===== config.mk =====
export PLATFORM = sky130hd
export DESIGN_NAME = tone_steer_latch
export DESIGN_NICKNAME = d
export VERILOG_FILES = /design/src/rtl/tsl_pkg.sv /design/src/rtl/tsl_guard_timer.sv /design/src/rtl/tsl_steer_fsm.sv /design/src/rtl/tsl_code_latch.sv /design/src/rtl/tone_steer_latch.sv
export SDC_FILE = /design/constraint.sdc
export NUM_CORES = 1
export LEC_CHECK = 0
export ABC_AREA = 1
export ABC_CLOCK_PERIOD_IN_PS = 1410
export BUFFER_PORTS_ARGS = -buffer_cell sky130_fd_sc_hd__buf_2
export CORE_MARGIN = 3
export CORE_UTILIZATION = 45
export DETAILED_ROUTE_END_ITERATION = 6
export PLACE_DENSITY = 0.7
export SYNTH_ARGS = -nofsm -noshare
export SYNTH_HDL_FRONTEND = slang
export SYNTH_SLANG_ARGS = --single-unit
export TNS_END_PERCENT = 10

===== constraint.sdc =====
create_clock -name clk -period 1.41 [get_ports clk]
set_input_delay 0.282 -clock clk [delete_from_list [all_inputs] [get_ports clk]]
set_output_delay 0.282 -clock clk [all_outputs]
set_load 0.01 [all_outputs]

===== src/rtl/tsl_pkg.sv =====
package tsl_pkg;

  typedef enum logic [1:0] {
    ST_IDLE = 2'd0,
    ST_ACC  = 2'd1,
    ST_REL  = 2'd2
  } steer_st_t;

  // Counter width able to hold 0 .. lim-1.
  function automatic int unsigned cnt_width(input int unsigned lim);
    return (lim < 2) ? 1 : $clog2(lim);
  endfunction

  // True on the last tick of a window of lim ticks.
  function automatic logic at_limit(input logic [31:0] cnt, input logic [31:0] lim);
    return cnt == (lim - 32'd1);
  endfunction

endpackage


===== src/rtl/tsl_guard_timer.sv =====
module tsl_guard_timer import tsl_pkg::*; #(
  parameter int unsigned LIMIT = 4,
  localparam int unsigned CW = cnt_width(LIMIT)
) (
  input  logic clk,
  input  logic rst_n,
  input  logic clr,
  input  logic en,
  output logic hit
);

  logic [CW-1:0] cnt_q;

  // Fires on the LIMIT-th consecutive enabled edge.
  assign hit = en && !clr && at_limit(32'(cnt_q), 32'(LIMIT));

  always_ff @(posedge clk) begin
    if (!rst_n)          cnt_q <= '0;
    else if (clr || hit) cnt_q <= '0;
    else if (en)         cnt_q <= cnt_q + 1'b1;
  end

  // a window counter never passes its limit
  p_cnt_bound_r2: assert property (@(posedge clk) disable iff (!rst_n)
    32'(cnt_q) < LIMIT);

endmodule


===== src/rtl/tsl_steer_fsm.sv =====
module tsl_steer_fsm import tsl_pkg::*; (
  input  logic      clk,
  input  logic      rst_n,
  input  logic      pwr_down,
  input  logic      det_raw,
  input  logic      pres_hit,
  input  logic      abs_hit,
  input  logic      setup_hit,
  output steer_st_t state,
  output logic      dv,
  output logic      ev_accept,
  output logic      ev_release
);

  steer_st_t st_q, st_d;
  logic      dv_q;
  logic      idle;

  assign idle       = (st_q == ST_IDLE);
  assign ev_accept  = idle && pres_hit;
  assign ev_release = !idle && abs_hit;

  always_comb begin
    st_d = st_q;
    if (pwr_down) begin
      st_d = ST_IDLE;
    end else begin
      unique case (st_q)
        ST_IDLE: if (pres_hit) st_d = ST_ACC;
        ST_ACC: begin
          if (abs_hit)       st_d = ST_IDLE;
          else if (!det_raw) st_d = ST_REL;
        end
        ST_REL: begin
          if (abs_hit)      st_d = ST_IDLE;
          else if (det_raw) st_d = ST_ACC;
        end
        default: st_d = ST_IDLE;
      endcase
    end
  end

  always_ff @(posedge clk) begin
    if (!rst_n) begin
      st_q <= ST_IDLE;
      dv_q <= 1'b0;
    end else begin
      st_q <= st_d;
      // Power-down and release take priority over setup completion.
      if (pwr_down || ev_release) dv_q <= 1'b0;
      else if (setup_hit)         dv_q <= 1'b1;
    end
  end

  assign state = st_q;
  assign dv    = dv_q;

  // the strobe only rises with a tone accepted
  p_dv_needs_accept_r4: assert property (@(posedge clk) disable iff (!rst_n)
    $rose(dv_q) |-> (st_q != ST_IDLE));

  // release drops the strobe and returns to idle
  p_release_drops_dv_r5: assert property (@(posedge clk) disable iff (!rst_n)
    ev_release |=> (!dv_q && st_q == ST_IDLE));

  // power-down clears the strobe and qualification state
  p_pd_clears_r8: assert property (@(posedge clk) disable iff (!rst_n)
    pwr_down |=> (!dv_q && st_q == ST_IDLE));

endmodule


===== src/rtl/tsl_code_latch.sv =====
module tsl_code_latch #(
  parameter int unsigned CODE_W = 4
) (
  input  logic              clk,
  input  logic              rst_n,
  input  logic              load,
  input  logic [CODE_W-1:0] code_in,
  input  logic              oe,
  output logic [CODE_W-1:0] code_q,
  output logic              bus_en,
  output logic [CODE_W-1:0] bus_data
);

  logic [CODE_W-1:0] hold_q;

  always_ff @(posedge clk) begin
    if (!rst_n)    hold_q <= '0;
    else if (load) hold_q <= code_in;
  end

  assign code_q   = hold_q;
  assign bus_en   = oe;
  assign bus_data = oe ? hold_q : '0;

endmodule


===== src/rtl/tone_steer_latch.sv =====
module tone_steer_latch import tsl_pkg::*; #(
  parameter int unsigned PRESENT_TICKS = 1_500_000,
  parameter int unsigned ABSENT_TICKS  = 1_250_000,
  parameter int unsigned SETUP_TICKS   = 225_000,
  parameter int unsigned CODE_W        = 4
) (
  input  logic              clk,
  input  logic              rst_n,
  input  logic              pwr_down,
  input  logic              det_raw,
  input  logic [CODE_W-1:0] det_code,
  input  logic              oe,
  output logic              est,
  output logic              dv,
  output logic              bus_en,
  output logic [CODE_W-1:0] bus_data
);

  steer_st_t         state;
  logic              idle;
  logic              pres_hit, abs_hit, setup_hit;
  logic              ev_accept, ev_release;
  logic [CODE_W-1:0] code_q;

  assign idle = (state == ST_IDLE);
  assign est  = det_raw && !pwr_down;

  // Present guard: consecutive high edges while idle.
  tsl_guard_timer #(.LIMIT(PRESENT_TICKS)) u_pres (
    .clk(clk), .rst_n(rst_n),
    .clr(pwr_down || !det_raw || !idle),
    .en (det_raw && idle),
    .hit(pres_hit)
  );

  // Absent guard: consecutive low edges while a tone is held.
  tsl_guard_timer #(.LIMIT(ABSENT_TICKS)) u_abs (
    .clk(clk), .rst_n(rst_n),
    .clr(pwr_down || det_raw || idle),
    .en (!det_raw && !idle),
    .hit(abs_hit)
  );

  // Setup delay from code load to strobe.
  tsl_guard_timer #(.LIMIT(SETUP_TICKS)) u_setup (
    .clk(clk), .rst_n(rst_n),
    .clr(pwr_down || idle),
    .en (!idle && !dv),
    .hit(setup_hit)
  );

  tsl_steer_fsm u_fsm (
    .clk(clk), .rst_n(rst_n),
    .pwr_down(pwr_down), .det_raw(det_raw),
    .pres_hit(pres_hit), .abs_hit(abs_hit), .setup_hit(setup_hit),
    .state(state), .dv(dv),
    .ev_accept(ev_accept), .ev_release(ev_release)
  );

  tsl_code_latch #(.CODE_W(CODE_W)) u_latch (
    .clk(clk), .rst_n(rst_n),
    .load(ev_accept), .code_in(det_code), .oe(oe),
    .code_q(code_q), .bus_en(bus_en), .bus_data(bus_data)
  );

  // held code is frozen while the strobe is up
  p_code_hold_r7: assert property (@(posedge clk) disable iff (!rst_n)
    (dv && !pwr_down) |=> $stable(code_q));

  // a code load never coincides with a raised strobe
  p_load_before_dv_r3: assert property (@(posedge clk) disable iff (!rst_n)
    ev_accept |-> !dv);

endmodule


==> results.yml, run 1 <==
logic_synthesis:
  post_synthesis_share_of_cell_area_spent_on_and_or_nand_and_nor_gates_pct: 40.6
  warnings_from_yosys: 0
  synth_mux_area_share_pct: 0
  syn_area_cell_sq_um: 6.85
  synth.top_cell.area_share_pct: 38.6
  mappedNetlistNets: 519
  synth_compound_gate_area_share_pct: 7.68
  ys_seq_elements: 67
  yosysTopAreaCell: "dfxtp_1"
  parity_gate_share_of_the_synthesized_area_counting_xor_and_xnor_cells_pct: 3.53
  synth-seq-area-share_pct: 38.6
  yosys-top-cells-area: "dfxtp_1 (39%), nand2_1 (13%), nor2_1 (9.8%), inv_1 (7.4%), nand3_1 (4.5%)"
  combinational_family_with_the_most_area_after_synthesis: "simple AND/OR/NAND/NOR gates"
  synthCells: 507
  cell_area_synth_sq_um: 3470
  synthDistinctLibCells: 33
  synth_adder_area_share_pct: 1.08
route:
  detailedRoute.firstIterationViolations: 92
  drt_wl_total_microns: 8210
  drt-pass1-iter-count: 4
  wire_per_inst_microns: 11.7
  drtAntennaViolNets: 0
  via_per_inst: 4.85
  drc_errors: 0
  route.vias.total: 3395
floorplanning:
  io_pins: 16
  chipWidth_microns: 93.8
  floorplan.initialDensity_pct: 47.1
  coreArea_sq_um: 7370
  die_height_microns: 93.8
  std_cell_rows: 31
  die_area_sq_um: 8810
sta:
  setup_repair_after_global_routing_missed_its_margin: "true"
  final.setup_skew_ps: 3.89
  final_min_period_over_clock_period_pct: 107
  setup_total_negative_slack_ps: -1100
  worstMarginPinSlew_ps: 440
  timing.final.max_slew_violations: 0
  final-hold-violation-count: 0
  hold_ws_ps: 199
  max_clock_freq_mhz: 663
  postLayoutSetupSlackWorst_ps: -98.4
  setup_violations: 34
  slew-limit-headroom_pct: 70.6
  post-route-min-period_ps: 1510
finish:
  antennaDiodeCount: 0
  final.fill_count: 617
  fin_area_sq_um: 4720
  layoutNonFillerInstCount: 700
  drive_above_1_share_pct: 32.1
  mostFrequentLayoutCell: "nand2_1"
  most-common-layout-cells: "nand2_1 (104), nor2_1 (77), inv_1 (65)"
  finish.net_count: 609
  flow.area_growth_from_synthesis_pct: 36.1
setup_path:
  r2r-start: "u_fsm.state[0]"
  maximum_net_fanout_on_the_critical_path: 5
  timing.critical_path.slowest_stage_cell: "dfxtp_4"
  path_buf_inv: 1
  cp_data_required_time_ps: 1650
  cp.arrival_ps: 1750
  critPathKind: "flop to flop"
  cp-end-kind: "flop"
  ff2ff_path_depth: 8
  crit_path_cell_trace: "nor2_4 -> buf_6 -> nand2_8 -> nor3_4 -> nand3_4 -> nor2_8 -> xnor2_1 -> nor2_2"
  reg2reg_slack_ps: -100
  launching_element_type_of_the_critical_path: "flop"
  timing.critical_path.slowest_cell_delay_ps: 360
  r2r-end: "u_pres.cnt_q[16]"
  crit_family: "simple AND/OR/NAND/NOR gates"
clocking:
  clockRootBuffer: "clkbuf_8"
  tritoncts.num_buffers: 9
  tritoncts_clock_tree: "built"
  path_clk_slew_ps: 70
  numClockSinks: 67
  clockBufferDepth: 2
  clk_latency_ps: 340
  cts_max_level: 3
min_path:
  worst_hold_startpoint: "det_code[0]"
  hold_path_depth: 3
  min_delay_worst_endpoint: "u_latch.code_q[0]"
  class_of_the_most_critical_hold_timing_path: "primary input to flop"
place:
  postPlaceCellArea_sq_um: 4120
  gp_congestion: 0.830
  place_hpwl_microns: 5760
  place.detailed.instances: 676
  port-buffer-count: 15
status:
  status: "finished, violations left"
  violations: "setup timing"
global_routing:
  antenna_found_initial: 0
  global_route_wire_length_before_repair_microns: 13700
  globalRouteOverflowTotal: 0
  grt_start_max_net_pins: 11
  grt.total_usage_pct: 19.4
  via_count_of_the_first_global_routing_pass: 3240
power_and_ir_drop:
  total_leakage_power_nw: 1.98
  worst_ir_drop_vdd_v: 0.000636
  pwr_cell_area_nw_per_um2: 785
job:
  drv.max_cap_violation_count: 0
==> how the worst max path moves through the flow <==
stage | to | start | cells past startpoint
3_5_place_dp | u_pres.cnt_q[13] | u_pres.cnt_q[0] | 10
4_1_cts | u_pres.cnt_q[11] | u_fsm.state[0] | 9
5_1_grt | u_pres.cnt_q[16] | u_fsm.state[0] | 8
2_1_floorplan | u_abs.cnt_q[20] | u_abs.cnt_q[1] | 10
6_report | u_pres.cnt_q[16] | u_fsm.state[0] | 8
3_3_place_gp | u_setup.cnt_q[7] | pwr_down | 8
==> registers in the layout, summed over array words and instances (netlist names) <==
name	count
u_abs.cnt_q	21
u_fsm.dv	1
u_fsm.state	2
u_latch.code_q	4
u_pres.cnt_q	21
u_setup.cnt_q	18
==> per-stage QoR <==
step	setup slack (ps)	power (mW)	utilization, %
floorplan	-37.4	1.97	-
CTS	-95.2	3.72	61.7
global placement	-115	2.01	56.0
detailed placement	-184	2.01	56.0
global route	-195	3.83	64.1
finish	-98.4	3.71	64.1
==> routing by layer <==
| metal | GRT usage (%) | vias to the layer above | part of all wire (%) | wire length (microns) |
|---|---|---|---|---|
| met5 | 0 | - | 0 | 0 |
| met1 | 23.7 | 1568 | 45 | 3680 |
| li1 | - | 1776 | - | - |
| met4 | 6.02 | 0 | 1.7 | 141 |
| met3 | 5.29 | 13 | 3.0 | 243 |
| met2 | 32.9 | 38 | 50 | 4140 |
==> area by class of cell <==
cell class                      count  area [sq um]  share of cell area (%)
Inverter                           72           275                    5.83
Clock buffer                       14           183                    3.87
Clock inverter                      1          30.0                   0.636
Multi-Input combinational cell    364          2150                    45.4
Tap cell                           99           124                    2.62
Sequential cell                    67          1360                    28.7
Timing Repair Buffer               83           608                    12.9
==> cells in the mapped netlist <==
cell type    n
ha_1         3
nor2_2       6
inv_2        4
nor2_4       6
dfxtp_1     67
nor4_2       1
a21oi_1     28
xnor2_1      3
nor3_4       1
o211a_1      2
a31oi_1      1
a211oi_1     1
inv_1       68
o21ai_0     14
nand2_2      2
nand3_1     31
o21bai_1     1
nor3_1      20
xor2_1      11
buf_2        2
nand4_1      3
nor3b_1      4
nand3b_2     1
o21a_1       2
or2_2        6
nor2_8       2
nand2_4      1
buf_4        2
nand3_4      2
nand3_2      3
nor2_1      91
nand4_2      1
nand2_1    117
==> cells by family after synthesis <==
kind of cell               count (synthesis)
and+or+nand+nor                          298
buffers and inverters                     76
DFF                                       67
AOI/OAI and AO/OA                         49
xor gates and xnor gates                  14
adders and majority gates                  3
==> what timing repair did <==
| action | CTS | global route |
|---|---|---|
| setup endpoints to repair | 60 | 67 |
| setup buffers | 5 | 4 |
| resized for setup | 51 | 40 |
| pin swaps | 19 | 15 |
| hold buffers | 0 | 0 |
==> where the power goes <==
group	total [mW]	internal, mW	switching, mW
registers	1.89	1.89	0.00150
clock network	1.72	1.00	0.721
logic	0.0938	0.0396	0.0542
==> worst register-to-register path, delay by kind of cell (launching register included) <==
family	cells	cell delay [ps]
xor+xnor	1	150
buf+inv	1	140
flops	1	360
simple gates	6	750
Note: power is estimated with default switching activity, not from simulation.
==> run 2: changes to the inputs <==
- CORE_UTILIZATION: 45 -> 40
- PLACE_DENSITY: 0.7 -> 0.64
==> run 2 against run 1 <==
Against the previous run: the flow still finishes with violations (setup timing); maximum frequency decreased by 5.7%; die area increased by 12%; count of clock-buffer cells in the layout decreased by 3; sequential power about the same; via count increased by 0.29%; sequential share of layout area decreased by 0.20 points; critical endpoint is now u_setup.cnt_q[14].
==> results.yml, run 2 (synthesized netlist as in run 1, its figures left out) <==
floorplanning:
  floorplan.initialDensity_pct: 41.6
  std_cell_rows: 33
  die_height_microns: 99.2
  chipWidth_microns: 99.2
  die_area_sq_um: 9830
  coreArea_sq_um: 8340
  io_pins: 16
setup_path:
  reg2reg_slack_ps: -190
  maximum_net_fanout_on_the_critical_path: 5
  launching_element_type_of_the_critical_path: "flop"
  critPathLaunch: "u_fsm.state[0]"
  cp.arrival_ps: 1820
  ff2ff_path_depth: 9
  cp-end-kind: "flop"
  cp_data_required_time_ps: 1630
  r2r-start: "u_fsm.state[0]"
  r2r-end: "u_setup.cnt_q[14]"
  critPathKind: "flop to flop"
sta:
  max_clock_freq_mhz: 625
  final.setup_skew_ps: 13.2
  final_min_period_over_clock_period_pct: 113
  setup_total_negative_slack_ps: -2230
  post-route-min-period_ps: 1600
  slew-limit-headroom_pct: 81.1
  setup_violations: 39
  postLayoutSetupSlackWorst_ps: -189
  timing.final.max_slew_violations: 0
  worstMarginPinSlew_ps: 282
  final-hold-violation-count: 0
  setup_repair_after_global_routing_missed_its_margin: "true"
global_routing:
  grt_start_max_net_pins: 13
  antenna_found_initial: 0
  globalRouteOverflowTotal: 0
  grt.total_usage_pct: 17.2
  global_route_wire_length_before_repair_microns: 14200
  via_count_of_the_first_global_routing_pass: 3403
clocking:
  cts_max_level: 3
  clockBufferDepth: 2
  clockRootBuffer: "clkbuf_8"
  numClockSinks: 67
  clk_latency_ps: 340
  path_clk_slew_ps: 70
  cts.hold.buffers_added: 0
  tritoncts_clock_tree: "built"
  tritoncts.num_buffers: 9
finish:
  mostFrequentLayoutCell: "nand2_1"
  antennaDiodeCount: 0
  flow.area_growth_from_synthesis_pct: 36.9
  finish.net_count: 617
  layoutNonFillerInstCount: 715
  final.fill_count: 760
  drive_above_1_share_pct: 31.1
  reg_top3: "u_abs.cnt_q x21, u_pres.cnt_q x21, u_setup.cnt_q x18"
  most-common-layout-cells: "nand2_1 (107), nor2_1 (82), buf_4 (70)"
power_and_ir_drop:
  pwr_cell_area_nw_per_um2: 810
  worst_ir_drop_vdd_v: 0.000487
  total_leakage_power_nw: 2.00
status:
  status: "finished, violations left"
  violations: "setup timing"
min_path:
  class_of_the_most_critical_hold_timing_path: "primary input to flop"
  min_delay_worst_endpoint: "u_latch.code_q[1]"
  hold_path_depth: 3
  worst_hold_startpoint: "det_code[1]"
route:
  via_per_inst: 4.76
  drt_wl_total_microns: 8000
  detailedRoute.firstIterationViolations: 97
  route.vias.total: 3405
  drc_errors: 0
  drtAntennaViolNets: 0
  wire_per_inst_microns: 11.2
  drt-pass1-iter-count: 4
place:
  dp_slack_ps: -190
  gp_congestion: 0.863
  place.detailed.instances: 693
  port-buffer-count: 15
  place_hpwl_microns: 5980
job:
  drv.max_cap_violation_count: 0
-- run 2: timing repair --
| action | CTS | global route |
|---|---|---|
| pin swaps | 8 | 16 |
| hold endpoints to repair | 0 | 0 |
| resized for setup | 24 | 37 |
| setup buffers | 1 | 5 |
| endpoints found under the setup margin | 65 | 66 |
-- run 2: critical path, cell delays in order, from the launching register on --
cell     delay (ps)
dfxtp_4         370
nor2_4           60
buf_12          130
nor2_8          120
buf_4           150
nand4_4          90
nor2_4          170
nand2_4          80
nor3_1          240
nor3_2           80
-- run 2: how the worst max path moves through the flow --
stage	endpoint	slack (ps)
floorplan	u_abs.cnt_q[20]	-40
global placement	u_pres.cnt_q[10]	-130
detailed placement	u_pres.cnt_q[10]	-190
CTS	u_pres.cnt_q[18]	-170
global route	u_setup.cnt_q[14]	-290
finish	u_setup.cnt_q[14]	-190
-- run 2: routing by layer --
| metal | vias to the layer above | part of all wire [%] | track usage, % |
|---|---|---|---|
| met2 | 41 | 49 | 29.3 |
| met4 | 0 | 1.5 | 7.25 |
| li1 | 1791 | - | - |
| met5 | - | 0 | 0 |
| met1 | 1563 | 46 | 21.9 |
| met3 | 10 | 2.9 | 2.24 |
-- run 2: cell type report --
type	count	area (sq um)	area share [%]
repair buffers	91	694	14.6
flip-flops and latches	67	1360	28.5
clock buffers	11	151	3.19
inverters	72	270	5.69
clock inverters	5	83.8	1.76
multi-input cells	364	2070	43.5
well taps	105	131	2.76
-- run 2: metrics by stage --
step	utilization, %	cell area [sq um]	hold WS [ps]	total power, mW
2_1_floorplan	-	3510	418	1.97
3_3_place_gp	50.8	4240	448	2.03
3_5_place_dp	50.8	4240	456	2.03
4_1_cts	54.8	4570	197	3.89
5_1_grt	57.0	4750	228	3.98
6_report	57.0	4750	209	3.85
-- run 2: power breakdown --
part / total [mW] / leakage [nW] / internal (mW) / switching [mW]
clock network: 1.87 / 0.112 / 1.10 / 0.768
logic: 0.0956 / 1.34 / 0.0471 / 0.0485
registers: 1.89 / 0.544 / 1.89 / 0.00131
